### src/rtl/a429_tx_pkg.sv
package a429_tx_pkg;
  localparam int WORD_W = 32;
  localparam int HALF_W = 16;
  localparam int GAP_W  = 8;
  localparam int MIN_GAP = 4;

  typedef enum logic [1:0] {ST_IDLE, ST_SEND, ST_GAP} txState_e;

  // control -> datapath strobes
  typedef struct packed {
    logic takeWord;
    logic reloadFrame;
    logic shiftBit;
    logic drive;
  } txStrobe_t;

  // datapath -> control view of the settings in effect this cycle
  typedef struct packed {
    logic             repeatOn;
    logic             slowOn;
    logic [GAP_W-1:0] gapBits;
  } txCfg_t;
endpackage

### src/rtl/a429_tx_dpath.sv
module a429_tx_dpath
  import a429_tx_pkg::*;
(
  input  logic        clk,
  input  logic        rstN,
  input  logic        hostWrEn,
  input  logic [1:0]  hostAddr,
  input  logic [15:0] hostWrData,
  input  txStrobe_t   stb,
  output logic        startReq,
  output txCfg_t      cfgNext,
  output logic        lineHi,
  output logic        lineLo
);
  logic [HALF_W-1:0] loHalfQ, hiHalfQ;
  logic              loReadyQ, hiReadyQ;
  logic              cfgRepeatQ, cfgOddQ, cfgSlowQ;
  logic [GAP_W-1:0]  cfgGapQ;
  logic [WORD_W-1:0] wordHoldQ, frameQ;
  logic              oddLatQ;

  logic             ctlWrite, nextOdd, nextRepeat, nextSlow;
  logic [GAP_W-1:0] nextGap;

  function automatic logic [WORD_W-1:0] withParity(input logic [WORD_W-1:0] w,
                                                   input logic odd);
    return {(^w[WORD_W-2:0]) ^ odd, w[WORD_W-2:0]};
  endfunction

  always_comb begin
    ctlWrite   = hostWrEn && (hostAddr == 2'd2);
    nextRepeat = ctlWrite ? hostWrData[1] : cfgRepeatQ;
    nextOdd    = ctlWrite ? hostWrData[2] : cfgOddQ;
    nextSlow   = ctlWrite ? hostWrData[3] : cfgSlowQ;
    nextGap    = ctlWrite ? hostWrData[15:8] : cfgGapQ;
    cfgNext.repeatOn = nextRepeat;
    cfgNext.slowOn   = nextSlow;
    cfgNext.gapBits  = (nextGap < GAP_W'(MIN_GAP)) ? GAP_W'(MIN_GAP) : nextGap;
    startReq = ctlWrite && hostWrData[0] && loReadyQ && hiReadyQ;
    lineHi   = stb.drive &&  frameQ[0];
    lineLo   = stb.drive && !frameQ[0];
  end

  always_ff @(posedge clk) begin
    if (!rstN) begin
      loHalfQ <= '0; hiHalfQ <= '0;
      loReadyQ <= 1'b0; hiReadyQ <= 1'b0;
      cfgRepeatQ <= 1'b0; cfgOddQ <= 1'b0; cfgSlowQ <= 1'b0; cfgGapQ <= '0;
    end else begin
      if (ctlWrite) begin
        cfgRepeatQ <= nextRepeat;
        cfgOddQ    <= nextOdd;
        cfgSlowQ   <= nextSlow;
        cfgGapQ    <= nextGap;
      end
      if (hostWrEn && hostAddr == 2'd0) begin
        loHalfQ  <= hostWrData;
        loReadyQ <= 1'b1;
        hiReadyQ <= 1'b0;
      end
      if (hostWrEn && hostAddr == 2'd1 && loReadyQ) begin
        hiHalfQ  <= hostWrData;
        hiReadyQ <= 1'b1;
      end
      if (stb.takeWord) begin
        loReadyQ <= 1'b0;
        hiReadyQ <= 1'b0;
      end
    end
  end

  always_ff @(posedge clk) begin
    if (!rstN) begin
      wordHoldQ <= '0;
      frameQ    <= '0;
      oddLatQ   <= 1'b0;
    end else if (stb.takeWord) begin
      wordHoldQ <= {hiHalfQ, loHalfQ};
      frameQ    <= withParity({hiHalfQ, loHalfQ}, nextOdd);
      oddLatQ   <= nextOdd;
    end else if (stb.reloadFrame) begin
      frameQ <= withParity(wordHoldQ, oddLatQ);
    end else if (stb.shiftBit) begin
      frameQ <= {1'b0, frameQ[WORD_W-1:1]};
    end
  end
endmodule

### src/rtl/a429_tx_ctrl.sv
module a429_tx_ctrl
  import a429_tx_pkg::*;
#(
  parameter int HALF_FAST = 1250,
  parameter int SLOW_DIV  = 8
) (
  input  logic      clk,
  input  logic      rstN,
  input  logic      startReq,
  input  txCfg_t    cfgNext,
  output txStrobe_t stb,
  output logic      busy
);
  localparam int HALF_SLOW = HALF_FAST * SLOW_DIV;
  localparam int CNT_W     = $clog2(HALF_SLOW + 1);
  localparam int BIT_W     = $clog2(WORD_W);
  localparam int GL_W      = GAP_W + 1;
  localparam logic [CNT_W-1:0] FAST_RL  = CNT_W'(HALF_FAST - 1);
  localparam logic [CNT_W-1:0] SLOW_RL  = CNT_W'(HALF_SLOW - 1);
  localparam logic [BIT_W-1:0] LAST_BIT = BIT_W'(WORD_W - 1);

  txState_e         stateQ;
  logic [CNT_W-1:0] halfCntQ, curRl, newRl;
  logic             firstHalfQ, slowLatQ, halfDone;
  logic [BIT_W-1:0] bitIdxQ;
  logic [GAP_W-1:0] gapLatQ;
  logic [GL_W-1:0]  gapLeftQ;

  always_comb begin
    halfDone = (halfCntQ == '0);
    curRl    = slowLatQ ? SLOW_RL : FAST_RL;
    newRl    = cfgNext.slowOn ? SLOW_RL : FAST_RL;
    stb.takeWord    = (stateQ == ST_IDLE) && startReq;
    stb.reloadFrame = (stateQ == ST_GAP) && halfDone && (gapLeftQ == '0)
                      && cfgNext.repeatOn;
    stb.shiftBit    = (stateQ == ST_SEND) && halfDone && !firstHalfQ
                      && (bitIdxQ != LAST_BIT);
    stb.drive       = (stateQ == ST_SEND) && firstHalfQ;
    busy            = (stateQ != ST_IDLE);
  end

  always_ff @(posedge clk) begin
    if (!rstN) begin
      stateQ     <= ST_IDLE;
      halfCntQ   <= '0;
      firstHalfQ <= 1'b0;
      bitIdxQ    <= '0;
      gapLeftQ   <= '0;
      gapLatQ    <= '0;
      slowLatQ   <= 1'b0;
    end else begin
      case (stateQ)
        ST_IDLE: if (stb.takeWord) begin
          stateQ     <= ST_SEND;
          firstHalfQ <= 1'b1;
          bitIdxQ    <= '0;
          slowLatQ   <= cfgNext.slowOn;
          gapLatQ    <= cfgNext.gapBits;
          halfCntQ   <= newRl;
        end
        ST_SEND: if (halfDone) begin
          halfCntQ <= curRl;
          if (firstHalfQ) begin
            firstHalfQ <= 1'b0;
          end else if (bitIdxQ == LAST_BIT) begin
            stateQ   <= ST_GAP;
            gapLeftQ <= {gapLatQ, 1'b0} - GL_W'(1);
          end else begin
            bitIdxQ    <= bitIdxQ + BIT_W'(1);
            firstHalfQ <= 1'b1;
          end
        end else begin
          halfCntQ <= halfCntQ - CNT_W'(1);
        end
        ST_GAP: if (halfDone) begin
          if (gapLeftQ == '0) begin
            if (cfgNext.repeatOn) begin
              stateQ     <= ST_SEND;
              firstHalfQ <= 1'b1;
              bitIdxQ    <= '0;
              slowLatQ   <= cfgNext.slowOn;
              gapLatQ    <= cfgNext.gapBits;
              halfCntQ   <= newRl;
            end else begin
              stateQ <= ST_IDLE;
            end
          end else begin
            gapLeftQ <= gapLeftQ - GL_W'(1);
            halfCntQ <= curRl;
          end
        end else begin
          halfCntQ <= halfCntQ - CNT_W'(1);
        end
        default: stateQ <= ST_IDLE;
      endcase
    end
  end
endmodule

### src/rtl/a429_tx.sv
module a429_tx
  import a429_tx_pkg::*;
#(
  parameter int HALF_FAST = 1250,
  parameter int SLOW_DIV  = 8
) (
  input  logic        clk,
  input  logic        rstN,
  input  logic        hostWrEn,
  input  logic [1:0]  hostAddr,
  input  logic [15:0] hostWrData,
  output logic        busy,
  output logic        lineHi,
  output logic        lineLo
);
  txStrobe_t stb;
  txCfg_t    cfgNext;
  logic      startReq;

  a429_tx_ctrl #(.HALF_FAST(HALF_FAST), .SLOW_DIV(SLOW_DIV)) u_ctrl (
    .clk(clk), .rstN(rstN), .startReq(startReq), .cfgNext(cfgNext),
    .stb(stb), .busy(busy)
  );

  a429_tx_dpath u_dpath (
    .clk(clk), .rstN(rstN), .hostWrEn(hostWrEn), .hostAddr(hostAddr),
    .hostWrData(hostWrData), .stb(stb), .startReq(startReq),
    .cfgNext(cfgNext), .lineHi(lineHi), .lineLo(lineLo)
  );
endmodule

### config.mk
export PLATFORM = sky130hd
export DESIGN_NAME = a429_tx
export DESIGN_NICKNAME = d
export VERILOG_FILES = /design/src/rtl/a429_tx_pkg.sv /design/src/rtl/a429_tx_dpath.sv /design/src/rtl/a429_tx_ctrl.sv /design/src/rtl/a429_tx.sv
export SDC_FILE = /design/constraint.sdc
export NUM_CORES = 1
export LEC_CHECK = 0
export CORE_MARGIN = 2
export CORE_UTILIZATION = 34
export CTS_CLUSTER_SIZE = 10
export DETAILED_ROUTE_END_ITERATION = 10
export DONT_BUFFER_PORTS = 1
export HOLD_SLACK_MARGIN = 0.06
export PLACE_DENSITY = 0.45
export SLEW_MARGIN = 30
export SYNTH_ARGS = -nofsm -noshare
export SYNTH_HDL_FRONTEND = slang
export SYNTH_SLANG_ARGS = --single-unit
export TNS_END_PERCENT = 30
### constraint.sdc
create_clock -name clk -period 3.4 [get_ports clk]
set_input_delay 0.68 -clock clk [delete_from_list [all_inputs] [get_ports clk]]
set_output_delay 0.68 -clock clk [all_outputs]
set_load 0.02 [all_outputs]
Word level (Yosys, flattened, before mapping)
Index checks and enable logic that the tools add are counted.
Operators by class
  $add $sub $neg: 4
  magnitude comparators: 1
  equality and inequality tests: 16
  multiplexer cells: 58
  bitwise operators: 3
  reduce and logical (&&, ||, !) cells: 38
Operators with widths (count)
  14-bit two-way mux: 7
  32-bit two-way mux: 3
  31-bit parity: 2
  8-bit two-way mux: 6
  9-bit two-way mux: 5
  14-bit case mux with 3 select lines: 1
  5-bit two-way mux: 7
  9-bit case mux with 2 select lines: 1
  6-bit AND reduction: 3
  9-bit by 1-bit subtractor with 9-bit output (second input constant): 2
  1-bit logical AND: 17
  1-bit two-way mux: 17
  8-bit case mux with 2 select lines: 1
  5-bit case mux with 3 select lines: 1
  14-bit zero test: 1
  14-bit by 1-bit subtractor with 14-bit output (second input constant): 1
  2-bit two-way mux: 6
  2-bit inequality test (second input constant): 6
  9-bit zero test: 1
  8-bit by 3-bit less-than comparator with 1-bit output (second input constant): 1
  8-bit AND reduction: 1
  2-bit nonzero test: 4
  2-bit by 1-bit inequality test with 1-bit output (second input constant): 3
  2-bit case mux with 3 select lines: 1
  16 further kinds: 22
Storage, ports and cells
  register bits after elaboration: 148
  output and inout port bits: 3
  word-level logic and storage cells: 138

Logic depth before layout (Yosys ltp)
Gate-level depths: netlist of the first run.
  depth in word-level cells: 9
  gate-level depth with buffers: 11
  gate-level depth less buffers: 9

Cells and area by module
A second synthesis of the first run with hierarchy kept.
Unflattened totals
  cells, all modules: 966
  area total of the unflattened synthesis: 8069.0 um^2
Modules (own cells, without submodules)
  a429_tx_dpath: instances 1, cells each 612, area an instance 5176.2 um^2, seq. area each 2162.1 um^2
  a429_tx_ctrl: instances 1, cells each 354, area an instance 2892.8 um^2, seq. area each 800.8 um^2

Worst setup path before layout of the first run
No wires, ideal clock.
  path kind: register to register
  from: register u_ctrl.gapLeftQ[0]
  to: register u_dpath.frameQ[11]
  library setup time: 142 ps
  arrival time: 2437 ps
  required time: 3258 ps
  path slack: 821 ps
  cell stages (with the launch flop): 10
  clock period less this slack: 2579 ps
  cell sequence: dfxtp_1 inv_1 ha_1 or3b_2 nor3_2 nand3_1 a21boi_1 o21ai_2 clkbuf_1 a311oi_1
Between the ends
  longest elaborated chain between the ends: 5
  elaborated cells on any way between the ends: 6
  those cells by class: 2 x mux; 4 x reduce/logical
Ends and longest elaborated chain
  start, declared: line a429_tx_ctrl.sv:27  | logic [GL_W-1:0] gapLeftQ;
  start signal, assigned: line a429_tx_ctrl.sv:67  | gapLeftQ <= {gapLatQ, 1'b0} - GL_W'(1);
  start signal, assigned: line a429_tx_ctrl.sv:88  | gapLeftQ <= gapLeftQ - GL_W'(1);
  9-bit zero test *: line a429_tx_ctrl.sv:34  | stb.reloadFrame = (stateQ == ST_GAP) && halfDone && (gapLeftQ == '0)
  1-bit logical AND *: line a429_tx_ctrl.sv:34
  1-bit logical AND *: line a429_tx_ctrl.sv:35  | && cfgNext.repeatOn;
  32-bit two-way mux: line a429_tx_dpath.sv:81  | end else if (stb.reloadFrame) begin
  32-bit two-way mux: line a429_tx_dpath.sv:77  | end else if (stb.takeWord) begin
  end signal, assigned: line a429_tx_dpath.sv:79  | frameQ <= withParity({hiHalfQ, loHalfQ}, nextOdd);
  end signal, assigned: line a429_tx_dpath.sv:82  | frameQ <= withParity(wordHoldQ, oddLatQ);
  end signal, assigned: line a429_tx_dpath.sv:84  | frameQ <= {1'b0, frameQ[WORD_W-1:1]};
  end, declared: line a429_tx_dpath.sv:19  | logic [WORD_W-1:0] wordHoldQ, frameQ;
Every way passes the cells marked *; elsewhere a longest branch is shown, timed or not.
A chain may end at the register's enable or synchronous reset.

Final worst setup path of the first run
  from: register u_ctrl.halfCntQ[2]
  to: register u_ctrl.gapLeftQ[2]
Between the ends
  longest elaborated chain between the ends: 3
  elaborated cells on any way between the ends: 4
  those cells by class: 2 x eq/ne; 2 x reduce/logical
Ends and longest elaborated chain
  start, declared: line a429_tx_ctrl.sv:23  | logic [CNT_W-1:0] halfCntQ, curRl, newRl;
  start signal, assigned: line a429_tx_ctrl.sv:59  | halfCntQ <= newRl;
  start signal, assigned: line a429_tx_ctrl.sv:62  | halfCntQ <= curRl;
  start signal, assigned: line a429_tx_ctrl.sv:73  | halfCntQ <= halfCntQ - CNT_W'(1);
  14-bit zero test *: line a429_tx_ctrl.sv:30  | halfDone = (halfCntQ == '0);
  2-bit by 1-bit inequality test with 1-bit output (no source line)
  6-bit AND reduction (no source line) *
Marks and branches as above.

==> impl_metrics.csv, run 1 <==
group,metric,value,unit
clock_tree,path_clk_slew,0.06,ns
worst_setup_path,crit_type,"register to register",
synth,synthFlopType,"dfxtp_1",
die,coreArea,20230,sq um
drt,vias,6052,
power,p_leak,0.002631,uW
grt,grt_pass1_vias,5802,
run_status,outcome,"finished, final reports clean",
power,p_per_area,512.7,nW/um^2
drt,ant_nets,0,
sta,fin_crit,3.000,ns
synth,synth_area_per_cell,8.026,sq um
clock_tree,cts_root_buffer,"clkbuf_16",
worst_setup_path,worstPathRequired,3.69,ns
die,die_y,147.6,um
grt,grt_max_degree,61,
worst_setup_path,crit_arrival,3.29,ns
grt,grt_pass1_wl,31310,um
drt,wl,19360,um
synth,yosysUniqueCellTypes,62,
hold_path,worst_hold_path.num_cells,2,
die,dieArea,21770,sq um
die,initial_utilization,34.63,%
sta,slew_viol_final,0,
drt,vias_per_cell,5.337,
die,ios,24,
sta,finalSetupViolCount,0,
worst_setup_path,timing.rr.start,"u_ctrl.halfCntQ[2]",
placement,io_buffers,0,
placement,dp_slack,0.2791,ns
clock_tree,cts.sinks,148,
finish,stdcell_count,1134,
grt,gr-usage-all-layers,18.10,%
worst_setup_path,cp_cell_sequence,"or3_1 > or4b_1 > buf_4 > o41ai_2 > and3_1 > o21ai_0 > a22oi_1 > nor2_1",
synth,ys_ff_latch,148,
placement,routabilityCongestion,0.8318,
synth,syn_area,7007,sq um
clock_tree,cts_tree,"yes",
sta,fin_ws,0.3995,ns
placement,hpwl,13100,um
flow_run,maxCapViolations,0,
drt,dr.pass1.iters,4,
sta,worst_slew_pin_slew,0.9226,ns
grt,grt_remaining_overflow,0,
sta,finClkSkew,0.01182,ns
worst_setup_path,regToRegSetupSlack,0.40,ns
die,die_w,147.6,um
synth,async_flop_share,0,%
drt,drt_iter0_markers,456,
clock_tree,cts_buffers,17,
synth,yosysWarnings,0,
sta,rsz0062_at_grt,"no",
clock_tree,cts_resized,0,
worst_setup_path,startpoint_type,"register",
worst_setup_path,slowest_stage,"or4b_1",
sta,fmax,0.3333,GHz
synth,synth_edf_count,0,
sta,finalHoldViolations,0,
synth,synthCells,873,
hold_path,worst_hold_path.endpoint,"u_dpath.loHalfQ[0]",
clock_tree,ctsHoldBuffers,0,
hold_path,min_from,"hostWrData[0]",
clock_tree,cts_setup_buffers,0,
worst_setup_path,cpPeakStageDelay,0.56,ns
power,ir_drop,255.0,uV
sta,fin_crit_sh,88.25,%
finish,fin_nets,883,
hold_path,hp-class,"input port to register",
finish,area_growth,13.07,%
sta,fin_tns_setup,0,ns
clock_tree,clk_latency,0.42,ns
finish,n_fill_cell,2082,
drt,routedWlPerCell,17.07,um
worst_setup_path,crit_path_max_fanout,13,
grt,antenna_found_initial,0,
synth,syn-num-nets,903,
placement,dp.cells,1104,
die,placementRows,52,
sta,slew_headroom,37.69,%
worst_setup_path,cp-end-kind,"register",
drt,drc,0,
finish,antenna_cells,0,
clock_tree,htreeDepth,4,
synth,ys_seq_area_share,42.29,%
worst_setup_path,reg2reg_depth,8,
finish,drive_above_1_share,6.829,%
clock_tree,cts_buffer_depth,2,
worst_setup_path,r2r-end,"u_ctrl.gapLeftQ[2]",
[state kept, by name, summed over array words and instances (netlist names), 2 cells and up]
signal	cells
u_dpath.frameQ	32
u_ctrl.bitIdxQ	5
u_ctrl.stateQ	2
u_ctrl.halfCntQ	14
u_dpath.wordHoldQ	31
u_dpath.hiHalfQ	15
u_dpath.loHalfQ	16
u_ctrl.gapLeftQ	9
u_dpath.cfgGapQ	8
u_ctrl.gapLatQ	8
[routing by layer]
metal  global-route usage [%]  wire [um]
met5                        0          0
met4                    5.000        217
met3                    4.660        843
met2                    29.49       9174
met1                    23.82       9125
[worst max path at each step]
stage | depth (start not counted) | startpoint | endpoint | slack [ns]
after floorplan | 9 | u_ctrl.gapLeftQ[0] | u_dpath.frameQ[11] | 0.82
after global placement | 8 | hostAddr[0] | u_dpath.frameQ[25] | 0.32
after detailed placement | 8 | hostAddr[0] | u_dpath.frameQ[25] | 0.28
after CTS | 8 | u_ctrl.halfCntQ[2] | u_ctrl.gapLeftQ[2] | 0.42
after global routing | 8 | u_ctrl.halfCntQ[2] | u_ctrl.gapLeftQ[2] | 0.17
final | 8 | u_ctrl.halfCntQ[2] | u_ctrl.gapLeftQ[2] | 0.40
[cell usage after synthesis (3+ instances only)]
master | instances | area, sq um
buf_4 | 3 | 22.52
xor2_1 | 11 | 96.34
a21oi_1 | 110 | 550.5
o22a_1 | 5 | 43.79
dfxtp_1 | 148 | 2963
inv_1 | 12 | 45.04
and2_1 | 3 | 18.77
clkbuf_1 | 40 | 150.1
a311oi_1 | 7 | 61.31
and3_1 | 5 | 31.28
a211oi_1 | 4 | 30.03
xnor2_1 | 58 | 508.0
nand4_1 | 3 | 18.77
nor2_1 | 51 | 191.4
nand3b_1 | 4 | 30.03
nor3_1 | 13 | 65.06
o21ai_0 | 58 | 290.3
a31oi_1 | 26 | 162.7
or4_1 | 5 | 37.54
buf_1 | 4 | 15.01
o21a_1 | 5 | 37.54
mux2i_1 | 8 | 80.08
nand2b_1 | 5 | 31.28
nor4_1 | 6 | 37.54
a22oi_1 | 33 | 247.7
nand3_1 | 9 | 45.04
nand2_1 | 174 | 653.1
or3_1 | 6 | 37.54
ha_1 | 9 | 112.6
buf_2 | 8 | 40.04
[report_power, final]
group / total, uW / switching (uW) / internal [uW] / leakage [uW]
clock network: 2120 / 747 / 1370 / 0.000317
registers: 1770 / 16.0 / 1750 / 0.00119
logic: 175 / 106 / 69.7 / 0.00112
total: 4060 / 869 / 3190 / 0.00263
[cells in the final DEF, fill, tap and decap left out, types with 3 or more instances in the layout]
| master | n |
|---|---|
| a311oi_1 | 7 |
| nand3b_1 | 4 |
| clkbuf_16 | 17 |
| mux2i_1 | 8 |
| bufinv_16 | 5 |
| buf_4 | 16 |
| a211oi_1 | 4 |
| nand3_1 | 9 |
| nor2_1 | 50 |
| xor2_1 | 11 |
| clkbuf_8 | 4 |
| nand2b_1 | 5 |
| nand4_1 | 3 |
| o21a_1 | 5 |
| nor4_1 | 6 |
| clkinv_2 | 3 |
| o22a_1 | 5 |
| or4_1 | 5 |
| and2_1 | 3 |
| nand2_1 | 174 |
| o21ai_0 | 58 |
| xnor2_1 | 58 |
| dfxtp_1 | 148 |
| or3_1 | 6 |
| and3_1 | 5 |
| a21oi_1 | 110 |
| ha_1 | 9 |
| a22oi_1 | 33 |
| nor3_1 | 12 |
| a31oi_1 | 26 |
| inv_1 | 12 |
[critical path, delay by kind of cell, from the launching register on]
family                 cells  cell delay (ns)
AOI/OAI and AO/OA          3             0.75
buffers and inverters      1             0.19
DFF                        1             0.34
and+or+nand+nor            4             1.57
[cell families (layout without fill, tap and decap cells)]
logic type                 Yosys count  after routing  share of synthesized area, %
and+or+nand+nor                    299            299                         18.93
buffers and inverters               70             61                         4.161
DFF                                148            148                         42.29
muxes                                9              9                         1.304
adders and majority gates            9              9                         1.607
AOI/OAI and AO/OA                  268            268                         22.77
xor gates and xnor gates            70             70                         8.946
[metrics by stage]
step | hold WS (ns) | instance area [sq um] | utilization (%) | power [uW]
3_5_place_dp | 0.4446 | 7262 | 35.89 | 1983
5_1_grt | 0.3750 | 7923 | 39.15 | 4200
3_3_place_gp | 0.4479 | 7262 | 35.89 | 1982
4_1_cts | 0.3762 | 7918 | 39.13 | 4102
6_report | 0.3939 | 7923 | 39.15 | 4062
2_1_floorplan | 0.4313 | 7007 | - | 1942
[layout make-up]
cell class | count | area [sq um] | share of cell area (%)
clock buffers | 21 | 480.5 | 6.064
well taps | 270 | 337.8 | 4.264
flip-flops and latches | 148 | 2963 | 37.40
multi-input cells | 655 | 3772 | 47.62
inverters | 14 | 53.80 | 0.6791
repair buffers | 17 | 140.1 | 1.769
clock inverters | 9 | 175.2 | 2.211
Power figures use the tool's default switching activity.
==> run 2: changes to the inputs <==
- CORE_ASPECT_RATIO: not set -> 0.6
==> impl_metrics.csv, run 2 (synthesis results as in run 1) <==
group,metric,value,unit
run_status,outcome,"finished, final reports clean",
hold_path,hp-class,"input port to register",
grt,grt_pass1_vias,5665,
drt,drt_iter0_markers,436,
power,p_leak,0.002599,uW
grt,antenna_found_initial,1,
clock_tree,htreeDepth,4,
worst_setup_path,regToRegSetupSlack,0.38,ns
sta,rsz0062_at_grt,"no",
worst_setup_path,cp-end-kind,"register",
power,total_power,3797,uW
die,ios,24,
finish,stdcell_count,1140,
finish,regMostFlops,"u_dpath.frameQ",
die,placementRows,40,
clock_tree,cts_buffer_depth,2,
placement,dp.cells,1107,
grt,grt_remaining_overflow,0,
sta,fin_crit_sh,88.72,%
hold_path,worst_hold_path.endpoint,"u_dpath.cfgGapQ[2]",
die,die_y,115.2,um
drt,dr.pass1.iters,5,
clock_tree,cts_root_buffer,"clkbuf_16",
worst_setup_path,r2r-end,"u_ctrl.gapLeftQ[2]",
finish,final_common_cell,"nand2_1",
hold_path,worst_hold_path.num_cells,2,
worst_setup_path,crit_type,"register to register",
power,p_per_area,483.9,nW/um^2
clock_tree,path_clk_slew,0.06,ns
drt,vias_per_cell,5.468,
grt,grt_max_degree,61,
worst_setup_path,crit_arrival,3.32,ns
finish,largest_reg_flops,32,
finish,top_regs,"u_dpath.frameQ x32, u_dpath.wordHoldQ x31, u_dpath.loHalfQ x16",
worst_setup_path,crit_path_max_fanout,13,
drt,vias,6234,
worst_setup_path,worstPathRequired,3.70,ns
sta,slew_viol_final,0,
placement,hpwl,14250,um
clock_tree,cts_buffers,17,
worst_setup_path,startpoint_type,"register",
die,dieArea,21810,sq um
sta,finClkSkew,0.009860,ns
sta,fmax,0.3315,GHz
hold_path,min_from,"hostWrData[10]",
placement,routabilityCongestion,0.8334,
sta,slew_headroom,42.04,%
sta,fin_tns_setup,0,ns
clock_tree,ctsHoldBuffers,0,
die,die_w,189.3,um
sta,worst_slew_pin_slew,0.8695,ns
clock_tree,cts.sinks,148,
sta,fin_crit,3.016,ns
die,coreArea,20120,sq um
flow_run,maxCapViolations,0,
clock_tree,cts_tree,"yes",
grt,gr-usage-all-layers,19.44,%
drt,routedWlPerCell,17.83,um
clock_tree,cts_setup_buffers,0,
die,initial_utilization,34.83,%
drt,drc,0,
finish,drive_above_1_share,6.821,%
clock_tree,cts_resized,0,
power,ir_drop,351.5,uV
sta,finalSetupViolCount,0,
finish,area_growth,11.98,%
finish,layout_common_cells,"174 x nand2_1, 148 x dfxtp_1, 110 x a21oi_1",
finish,fin_nets,883,
placement,io_buffers,0,
drt,ant_nets,0,
grt,grt_pass1_wl,32290,um
worst_setup_path,timing.rr.start,"u_ctrl.halfCntQ[2]",
clock_tree,clk_latency,0.43,ns
sta,finalHoldViolations,0,
drt,wl,20320,um
worst_setup_path,reg2reg_depth,7,
==> run 2: cell type report <==
type / count / area [sq um]
clock inverter: 10 / 107.6
fill: 2088 / 12270
tap: 273 / 341.6
inverter: 14 / 53.80
timing repair buffer: 17 / 140.1
sequential: 148 / 2963
multi-input combinational: 655 / 3775
clock buffer: 21 / 460.4
antenna: 2 / 5.005
==> run 2: through the flow <==
step	utilization, %	setup WS (ns)	hold WS [ns]	instance area [sq um]
final	39.00	0.3836	0.3803	7846
after detailed placement	36.11	0.3987	0.4489	7266
after CTS	38.94	0.3807	0.3625	7834
after global routing	38.97	0.1457	0.3691	7841
after floorplan	-	0.8208	0.4313	7007
after global placement	36.11	0.4994	0.4480	7266
==> run 2: how the worst max path moves through the flow <==
stage	startpoint	endpoint	slack (ns)	cells past startpoint
2_1_floorplan	u_ctrl.gapLeftQ[0]	u_dpath.frameQ[11]	0.82	9
3_3_place_gp	u_ctrl.halfCntQ[2]	u_ctrl.gapLatQ[5]	0.50	7
3_5_place_dp	u_ctrl.halfCntQ[2]	u_ctrl.gapLatQ[7]	0.40	7
4_1_cts	u_ctrl.halfCntQ[2]	u_ctrl.gapLatQ[7]	0.38	7
5_1_grt	u_ctrl.halfCntQ[8]	u_ctrl.halfCntQ[1]	0.15	7
6_report	u_ctrl.halfCntQ[2]	u_ctrl.gapLeftQ[2]	0.38	7
==> run 2: worst max-delay path: stages (launching register included) <==
cell	delay (ns)
dfxtp_1	0.35
or3_1	0.42
or4b_1	0.70
o41ai_2	0.44
and3_1	0.54
o21ai_0	0.20
a22oi_1	0.18
nor2_1	0.05
==> run 2: power by group <==
part	switching [uW]	internal, uW
registers	17.7	1750
clock network	734	1110
logic	114	70.4
==> run 2: per-layer routing <==
metal  GRT usage, %  wire length, um  vias to the layer above
li1               -                -                     3010
met4          5.685              230                        0
met5              0                0                        -
met3          5.769             1489                       18
met1          29.84            10870                     3023
met2          25.57             7730                      183
==> run 3: changes to the inputs <==
- clock period: 3.4 -> 3.37 ns (I/O delays scaled with it)
==> impl_metrics.csv, run 3 (synthesis results as in run 1) <==
group,metric,value,unit
run_status,outcome,"finished, final reports clean",
placement,io_buffers,0,
sta,worst_slew_pin_slew,0.9065,ns
die,die_y,115.2,um
worst_setup_path,slowest_stage,"or4b_1",
hold_path,worst_hold_path.endpoint,"u_dpath.loHalfQ[5]",
finish,largest_reg_flops,32,
grt,antenna_found_initial,1,
sta,finalHoldViolations,0,
power,power_frac_seq,43.1,%
hold_path,worst_hold_path.num_cells,2,
clock_tree,cts_tree,"yes",
drt,vias,6104,
worst_setup_path,crit_path_max_fanout,13,
grt,grt_remaining_overflow,0,
worst_setup_path,worstPathRequired,3.69,ns
worst_setup_path,cp_cell_sequence,"or3_1 > or4b_1 > or2_0 > nor2_4 > o21a_1 > nor2_1 > o22a_1",
clock_tree,htreeDepth,4,
die,coreArea,20120,sq um
worst_setup_path,crit_type,"register to register",
power,total_power,4142,uW
sta,rsz0062_at_grt,"no",
sta,finalSetupViolCount,0,
clock_tree,path_clk_slew,0.06,ns
worst_setup_path,r2r-end,"u_ctrl.gapLatQ[6]",
finish,drive_above_1_share,7.036,%
drt,routedWlPerCell,17.69,um
clock_tree,ctsHoldBuffers,0,
clock_tree,clk_latency,0.43,ns
worst_setup_path,regToRegSetupSlack,0.33,ns
sta,slew_headroom,38.77,%
clock_tree,cts.sinks,148,
hold_path,hp-class,"input port to register",
worst_setup_path,crit_arrival,3.36,ns
power,p_sw_share,21.61,%
finish,regMostFlops,"u_dpath.frameQ",
grt,grt_max_degree,61,
placement,routabilityCongestion,0.8116,
power,p_per_area,521.0,nW/um^2
worst_setup_path,cp_num_buf_inv,0,
worst_setup_path,timing.rr.start,"u_ctrl.halfCntQ[2]",
die,placementRows,40,
placement,dp.cells,1108,
placement,hpwl,14190,um
power,internal_power,3247,uW
sta,fin_crit_sh,90.22,%
sta,fin_crit,3.040,ns
worst_setup_path,cpPeakStageDelay,0.70,ns
worst_setup_path,startpoint_type,"register",
drt,drt_iter0_markers,422,
die,die_w,189.3,um
finish,stdcell_count,1142,
flow_run,maxCapViolations,0,
sta,fmax,0.3289,GHz
power,ir_drop,368.3,uV
power,power.switching,895.2,uW
grt,gr-usage-all-layers,19.32,%
clock_tree,cts_resized,0,
clock_tree,cts_buffer_depth,2,
sta,slew_viol_final,0,
clock_tree,cts_buffers,17,
finish,top_regs,"u_dpath.frameQ x32, u_dpath.wordHoldQ x31, u_dpath.loHalfQ x16",
finish,area_growth,13.46,%
worst_setup_path,cp_top_family,"simple AND/OR/NAND/NOR gates",
die,initial_utilization,34.83,%
grt,grt_pass1_vias,5757,
clock_tree,cts_root_buffer,"clkbuf_16",
finish,final_common_cell,"nand2_1",
drt,ant_nets,0,
sta,fin_tns_setup,0,ns
drt,drc,0,
worst_setup_path,reg2reg_depth,7,
finish,layout_common_cells,"174 x nand2_1, 148 x dfxtp_1, 110 x a21oi_1",
clock_tree,cts_setup_buffers,0,
die,ios,24,
hold_path,min_from,"hostWrData[5]",
grt,grt_pass1_wl,32090,um
worst_setup_path,cp-end-kind,"register",
drt,dr.pass1.iters,5,
sta,finClkSkew,0.01111,ns
die,dieArea,21810,sq um
power,clock_power_share,52.4,%
power,p_leak,0.002632,uW
power,comb_power_share,4.5,%
drt,wl,20210,um
drt,vias_per_cell,5.345,
finish,fin_nets,884,
-- run 3: power groups by stage --
stage / registers (uW) / clock network, uW / logic, uW
floorplan: 1820 / 0 / 142
global placement: 1820 / 0 / 181
detailed placement: 1820 / 0 / 183
CTS: 1790 / 2220 / 183
global route: 1790 / 2310 / 204
finish: 1790 / 2170 / 184
-- run 3: area by class of cell --
cell class                 instances  area (sq um)
fill                            2077         12170
multi-input combinational        655          3767
sequential                       148          2963
clock buffer                      19         442.9
tap                              273         341.6
clock inverter                    13         229.0
timing repair buffer              18         147.6
inverter                          14         53.80
antenna                            2         5.005
-- run 3: routing by layer --
layer / wire, um / global-route usage [%] / up-vias / part of all wire [%]
li1: - / - / 3016 / -
met1: 10590 / 28.70 / 2895 / 52
met2: 7743 / 26.52 / 183 / 38
met3: 1713 / 6.532 / 10 / 8.5
met4: 160 / 4.548 / 0 / 0.79
met5: 0 / 0 / - / 0
-- run 3: how the worst max path moves through the flow --
stage,from,end,slack (ns),depth (start not counted)
5_1_grt,u_ctrl.halfCntQ[2],u_ctrl.gapLatQ[6],0.16,7
3_5_place_dp,u_ctrl.halfCntQ[2],u_ctrl.gapLatQ[6],0.36,7
3_3_place_gp,u_ctrl.halfCntQ[2],u_ctrl.gapLatQ[3],0.47,7
6_report,u_ctrl.halfCntQ[2],u_ctrl.gapLatQ[6],0.33,7
2_1_floorplan,u_ctrl.gapLeftQ[0],u_dpath.frameQ[11],0.79,9
4_1_cts,u_ctrl.halfCntQ[2],u_ctrl.gapLatQ[6],0.34,7
-- run 3: metrics by stage --
stage | setup slack (ns) | utilization (%) | area (sq um) | hold WS [ns]
global route | 0.1564 | 39.49 | 7945 | 0.3522
CTS | 0.3417 | 39.49 | 7945 | 0.3579
global placement | 0.4718 | 36.15 | 7273 | 0.4478
finish | 0.3296 | 39.51 | 7950 | 0.3744
floorplan | 0.7908 | - | 7007 | 0.4313
detailed placement | 0.3628 | 36.15 | 7273 | 0.4529
